<file path="src/rtl/sort4_pkg.sv">
package sort4_pkg;

  localparam int LANES  = 4;
  localparam int LEVELS = 3;

  // number of compare-exchange cells in a level (2 + 2 + 1 = 5)
  function automatic int cells_in(int lvl);
    return (lvl == LEVELS - 1) ? 1 : 2;
  endfunction

  // lane that receives the smaller key of cell c in level lvl
  function automatic int cell_lo(int lvl, int c);
    case (lvl)
      0:       return c * 2;
      1:       return c;
      default: return 1;
    endcase
  endfunction

  // lane that receives the larger key of cell c in level lvl
  function automatic int cell_hi(int lvl, int c);
    case (lvl)
      0:       return c * 2 + 1;
      1:       return c + 2;
      default: return 2;
    endcase
  endfunction

endpackage

</file>
<file path="src/rtl/cmp_xchg.sv">
module cmp_xchg #(
  parameter int W = 16
) (
  input  logic [W-1:0] a,
  input  logic [W-1:0] b,
  output logic [W-1:0] lo,
  output logic [W-1:0] hi
);

  logic swap;

  // strict compare: equal keys pass straight through
  assign swap = (a > b);
  assign lo   = swap ? b : a;
  assign hi   = swap ? a : b;

endmodule

</file>
<file path="src/rtl/sort_level.sv">
module sort_level #(
  parameter int W   = 16,
  parameter int LVL = 0,
  parameter bit REG = 1'b1
) (
  input  logic                          clk,
  input  logic                          rst_n,
  input  logic                          in_vld,
  input  logic [sort4_pkg::LANES*W-1:0] in_keys,
  output logic                          out_vld,
  output logic [sort4_pkg::LANES*W-1:0] out_keys
);

  localparam int NC = sort4_pkg::cells_in(LVL);
  localparam int KW = sort4_pkg::LANES * W;

  logic [W-1:0]  c_lo [NC];
  logic [W-1:0]  c_hi [NC];
  logic [KW-1:0] nxt_keys;

  for (genvar c = 0; c < NC; c++) begin : g_cell
    cmp_xchg #(.W(W)) u_cx (
      .a  (in_keys[sort4_pkg::cell_lo(LVL, c)*W +: W]),
      .b  (in_keys[sort4_pkg::cell_hi(LVL, c)*W +: W]),
      .lo (c_lo[c]),
      .hi (c_hi[c])
    );
  end

  // lanes not touched by a cell of this level pass through
  always_comb begin
    nxt_keys = in_keys;
    for (int c = 0; c < NC; c++) begin
      nxt_keys[sort4_pkg::cell_lo(LVL, c)*W +: W] = c_lo[c];
      nxt_keys[sort4_pkg::cell_hi(LVL, c)*W +: W] = c_hi[c];
    end
  end

  if (REG) begin : g_reg
    logic          ld_en;
    logic          vld_q;
    logic [KW-1:0] keys_q;
    logic [KW-1:0] keys_d;

    assign ld_en = in_vld;

    always_comb begin
      keys_d = keys_q;
      if (ld_en) keys_d = nxt_keys;
    end

    always_ff @(posedge clk or negedge rst_n) begin
      if (!rst_n) begin
        vld_q  <= 1'b0;
        keys_q <= '0;
      end else begin
        vld_q  <= in_vld;
        keys_q <= keys_d;
      end
    end

    assign out_vld  = vld_q;
    assign out_keys = keys_q;
  end else begin : g_comb
    assign out_vld  = in_vld;
    assign out_keys = nxt_keys;
  end

endmodule

</file>
<file path="src/rtl/sort4_net.sv">
module sort4_net #(
  parameter int W        = 16,
  parameter bit PIPELINE = 1'b1
) (
  input  logic                          clk,
  input  logic                          rst_n,
  input  logic                          in_vld,
  input  logic [sort4_pkg::LANES*W-1:0] in_keys,
  output logic                          out_vld,
  output logic [sort4_pkg::LANES*W-1:0] out_keys
);

  localparam int NL = sort4_pkg::LEVELS;
  localparam int KW = sort4_pkg::LANES * W;

  logic          rst_int_n;
  logic [NL:0]   vld_c;
  logic [KW-1:0] keys_c [NL+1];

  // reset: asserted at once, released after two clock edges
  if (PIPELINE) begin : g_rsync
    logic [1:0] sync_q;
    always_ff @(posedge clk or negedge rst_n) begin
      if (!rst_n) sync_q <= 2'b00;
      else        sync_q <= {sync_q[0], 1'b1};
    end
    assign rst_int_n = sync_q[1];
  end else begin : g_rdirect
    assign rst_int_n = rst_n;
  end

  assign vld_c[0]  = in_vld;
  assign keys_c[0] = in_keys;

  for (genvar g = 0; g < NL; g++) begin : g_lvl
    sort_level #(
      .W   (W),
      .LVL (g),
      .REG (PIPELINE)
    ) u_lvl (
      .clk      (clk),
      .rst_n    (rst_int_n),
      .in_vld   (vld_c[g]),
      .in_keys  (keys_c[g]),
      .out_vld  (vld_c[g+1]),
      .out_keys (keys_c[g+1])
    );
  end

  assign out_vld  = vld_c[NL];
  assign out_keys = keys_c[NL];

endmodule

</file>
<file path="config.mk">
export PLATFORM = sky130hd
export DESIGN_NAME = sort4_net
export DESIGN_NICKNAME = d
export VERILOG_FILES = /design/src/rtl/sort4_pkg.sv /design/src/rtl/cmp_xchg.sv /design/src/rtl/sort_level.sv /design/src/rtl/sort4_net.sv
export SDC_FILE = /design/constraint.sdc
export NUM_CORES = 1
export LEC_CHECK = 0
export BUFFER_PORTS_ARGS = -buffer_cell sky130_fd_sc_hd__buf_2
export CELL_PAD_IN_SITES_DETAIL_PLACEMENT = 1
export CELL_PAD_IN_SITES_GLOBAL_PLACEMENT = 1
export CORE_UTILIZATION = 35
export CTS_BUF_LIST = sky130_fd_sc_hd__clkbuf_4
export DETAILED_ROUTE_END_ITERATION = 8
export PLACE_DENSITY_LB_ADDON = 0.3
export RECOVER_POWER = 100
export SLEW_MARGIN = 20
export SYNTH_ARGS = -nofsm -noshare
export SYNTH_HDL_FRONTEND = slang
export SYNTH_SLANG_ARGS = --single-unit
</file>
<file path="constraint.sdc">
create_clock -name clk -period 8.95 [get_ports clk]
set_input_delay 1.79 -clock clk [delete_from_list [all_inputs] [get_ports clk]]
set_output_delay 1.79 -clock clk [all_outputs]
set_load 0.01 [all_outputs]
</file>
Word level (Yosys, flattened, before mapping)
Index checks and enable logic that the tools add are counted.
{ "word_totals": {"wordCells": 22, "out_inout_bits": 65, "inputBits": 67, "ff_bits": 197} }
{ "classes": {"muxes": 10, "magnitude_cmp": 5} }
{ "ops": {"columns": ["operator", "n"], "rows": [
  ["16-bit 2-to-1 mux", 10],
  ["16-bit > comparator", 5]
]} }

Logic depth before layout (Yosys ltp)
{ "logic_depth": {"ltp_word": 2, "depth_mapped": 9, "depth_no_buf": 8} }

Modules after synthesis
A second synthesis with hierarchy kept.
{ "hier_totals": {"cells_unflattened": 1596, "area_unflattened_um2": 15869.0} }
{ "by_module_without_submodules": {"columns": ["module", "area_per_inst_um2", "cells_per_inst", "n_inst"], "rows": [
  ["sort_level", 2703.8, 136, 3],
  ["cmp_xchg at g_lvl[0].u_lvl.g_cell[0].u_cx ...", 1541.5, 237, 4],
  ["cmp_xchg at g_lvl[0].u_lvl.g_cell[1].u_cx", 1537.7, 237, 1],
  ["sort4_net", 53.8, 3, 1]
]} }

Worst setup path after synthesis
OpenSTA, ideal clock, no wires.
{ "synth_timing": {"path_kind": "input to register", "startpoint": "input port in_keys[63] (netlist name)", "endpoint": "register g_lvl[0].u_lvl.g_reg.keys_q[60]", "path_buffers": 1, "slack_ps": 5674, "arrival_ps": 3143, "path_stages": 8, "path_cell_list": "inv_1 -> ha_1 -> nand4_1 -> nor4_2 -> nand2_1 -> clkbuf_1 -> nand4_1 -> o211ai_1"} }
{ "synth_via": {"elab_chain_len": 2} }
{ "synth_lines": {"columns": ["element", "line_no", "rtl"], "rows": [
  ["start, declared", "sort4_net.sv:8", "input logic [sort4_pkg::LANES*W-1:0] in_keys,"],
  ["16-bit > comparator", "cmp_xchg.sv:13", "assign swap = (a > b);"],
  ["16-bit 2-to-1 mux", "cmp_xchg.sv:15", "assign hi = swap ? a : b;"],
  ["end signal, assigned", "sort_level.sv:58", "keys_q <= keys_d;"],
  ["end, declared", "sort_level.sv:42", "logic [KW-1:0] keys_q;"]
]} }
Every way passes these cells.
A chain may end at the register's enable or synchronous reset.

==> impl_metrics.json <==
{
  "outcome": "finished, violations left",
  "violations": "max-capacitance violations, max-slew violations",
  "nNetsFinal": 1589,
  "slowest_delay_ps": 2010,
  "rsz0062_at_grt": "no",
  "yosys-top-cells-count": "dfrtp_1 (197), nand2_1 (194), nand4_1 (169)",
  "synth_top_family_by_area": "compound AO/OA/AOI/OAI gates",
  "vias": 11200,
  "synthArstFlopShare": 1.00,
  "ioPinCount": 132,
  "crit_arrival_ps": 6440,
  "utilization": 0.387,
  "slew_headroom": -1.70,
  "hpwl_um": 28100,
  "grt_max_degree": 89,
  "worstPathMaxFanout": 66,
  "gp_congestion": 0.885,
  "synth_top_area_frac": 0.406,
  "die_x_um": 188,
  "worst_pin_slew_ps": 4050,
  "grt_busiest_layer": "met2",
  "p_per_area_mw_per_mm2": 226,
  "synthCells": 1395,
  "synth_edf_count": 0,
  "setup_ws_ps": 3030,
  "dr.pass1.iters": 5,
  "grt_pass1_wl_um": 63300,
  "worstPathRequired_ps": 9480,
  "skew_ps": 43.4,
  "nFillCells": 4126,
  "fin_tns_setup_ps": 0,
  "synth-main-ff-cell": "dfrtp_1",
  "hold_viol": 0,
  "ys_seq_area_frac": 0.406,
  "end_kind": "register",
  "yosysMostFrequentCell": "dfrtp_1",
  "post_cts_buffers": 0,
  "viasPerCell": 5.86,
  "syn_area_mm2": 0.0121,
  "synth_cell_types": 26,
  "met3_usage": 0.0345,
  "syn_area_per_cell_um2": 8.70,
  "detail-route-antenna-nets": 0,
  "synthesis.nets": 1542,
  "p_leak_uw": 0.00546,
  "grt_use_met2": 0.353,
  "cts_buffers": 17,
  "synthAdderAreaFrac": 0.0824,
  "num_rows": 67,
  "post-route-period-util": 0.661,
  "io_buffers": 131,
  "yosys-top-cells-area": "dfrtp_1 (41%), o211ai_1 (9.9%), nand4_1 (8.7%)",
  "drtIter0Drc": 879,
  "antenna_found_initial": 2,
  "crit_slowest_cell": "clkbuf_1",
  "final-setup-viol-count": 0,
  "pre_cts_slack_ps": 4470,
  "drc_errors": 0,
  "maxCapViolCount": 8,
  "min_period_ps": 5920,
  "yosys.area_share.xor_xnor": 0,
  "start_util": 0.359,
  "drv_slew": 519,
  "grt_pass1_vias": 11000,
  "clk_latency_ps": 630,
  "clk_pin_slew_worst_paths_ps": 160,
  "crit_path_frequent_cell": "clkbuf_1",
  "final-seq-area_mm2": 0.00493,
  "post_drt_wl_per_cell_um": 20.7,
  "ys_ff_latch": 197,
  "yosysWarnings": 0,
  "cts_resized": 0,
  "root_buffer": "clkbuf_4",
  "startpoint_type": "input pin",
  "path_class": "input pin to register",
  "path_cells": "clkbuf_1, clkbuf_1, nand2_1, nor2_1, a21oi_1, o211ai_1",
  "clk_path_buf_depth": 2,
  "coreArea_mm2": 0.0339,
  "min_path_type": "register to register",
  "gr-usage-met1": 0.321,
  "die_y_um": 188,
  "ir_drop_mv": 0.132,
  "multi_input_area_mm2": 0.00634,
  "muxShareOfSynthArea": 0.0297,
  "max_freq_ghz": 0.169,
  "drive_gt1_frac": 0.102,
  "cts_tree": "built",
  "synth-compound-area-share": 0.208,
  "clock_sinks": 197,
  "yosys.area.top_type": "dfrtp_1",
  "overflow": 0,
  "die_area_mm2": 0.0354,
  "ctsHoldBuffers": 0,
  "routed_wl_um": 39400,
  "syn2layout_area_growth_pct": 7.88,
  "grt_use_total": 0.228,
  "synth-simple-area-share": 0.200,
  "htreeDepth": 4
}
worst paths after layout:
| check | end | depth (start not counted) | slack [ps] | startpoint |
|---|---|---|---|---|
| max in group asynchronous | g_lvl[2].u_lvl.out_keys[9]$_DFFE_PN0P_ | 1 | 3880 | g_rsync.sync_q[1]$_DFF_PN0_ |
| max | g_lvl[0].u_lvl.out_keys[17]$_DFFE_PN0P_ | 6 | 3030 | in_vld |
| min | g_rsync.sync_q[1]$_DFF_PN0_ | 0 | 370 | g_rsync.sync_q[0]$_DFF_PN0_ |
| min in group asynchronous | g_rsync.sync_q[1]$_DFF_PN0_ | 1 | 930 | rst_n |
| max reg2reg | g_lvl[2].u_lvl.out_keys[9]$_DFFE_PN0P_ | 1 | 3880 | g_rsync.sync_q[1]$_DFF_PN0_ |
| min reg2reg | g_rsync.sync_q[1]$_DFF_PN0_ | 0 | 370 | g_rsync.sync_q[0]$_DFF_PN0_ |
report_power, final:
part	internal (uW)	switching [uW]	total (uW)
Combinational	394	611	1000
Sequential	1140	313	1450
Clock	150	348	498
cells by family after synthesis:
logic type | after synthesis
AO/OA/AOI/OAI | 380
other | 1
adder cells (fa/ha/maj) | 80
multiplexers | 32
flip-flops | 197
buffers and inverters | 207
AND/OR/NAND/NOR | 498
critical path: cells and delay by family:
family          cells  cell delay [ps]
buf+inv             2             3950
simple gates        2              440
compound gates      2              180
layout make-up:
type | instances | area share
Clock buffer | 18 | 0.0103
Tap cell | 448 | 0.0428
Timing Repair Buffer | 142 | 0.0485
Sequential cell | 197 | 0.376
Clock inverter | 13 | 0.0107
Inverter | 93 | 0.0268
Multi-Input combinational cell | 991 | 0.484
Antenna cell | 2 | 0.000382
sequential cells by signal, indices dropped and copies added (netlist names):
name                  count
g_lvl.u_lvl.out_keys    192
g_lvl.u_lvl.out_vld       3
g_rsync.sync_q            2
layout by cell type (no fill, tap or decap), drive strengths merged:
cell	n
dfrtp	197
o21ai	20
nand4	175
diode	2
conb	1
buf	70
o211ai	160
nor4	5
a21o	5
nand2	195
clkinvlp	2
a21oi	138
mux2	32
inv	101
a2bb2oi	57
clkinv	2
bufinv	1
nor2	113
nor2b	5
ha	80
clkbuf	90
nand2b	5
stage by stage:
| stage | instances | area, um^2 | hold slack (ps) | power (uW) |
|---|---|---|---|---|
| 3_5_place_dp | 1871 | 12900 | 341 | 2510 |
| 5_1_grt | 1904 | 13100 | 381 | 3190 |
| 4_1_cts | 1902 | 13200 | 377 | 3010 |
| 2_1_floorplan | 1395 | 12100 | 331 | 2100 |
| 3_3_place_gp | 1871 | 12900 | 342 | 2450 |
| 6_report | 1904 | 13100 | 375 | 2960 |
per-layer routing:
metal  part of all wire  up-vias  wire (um)
met5                  0        -          0
met4              0.030        0       1200
met3              0.040       56       1570
met2               0.46      264      18200
met1               0.47     5624      18500
li1                   -     5222          -
Power figures use the tool's default switching activity.
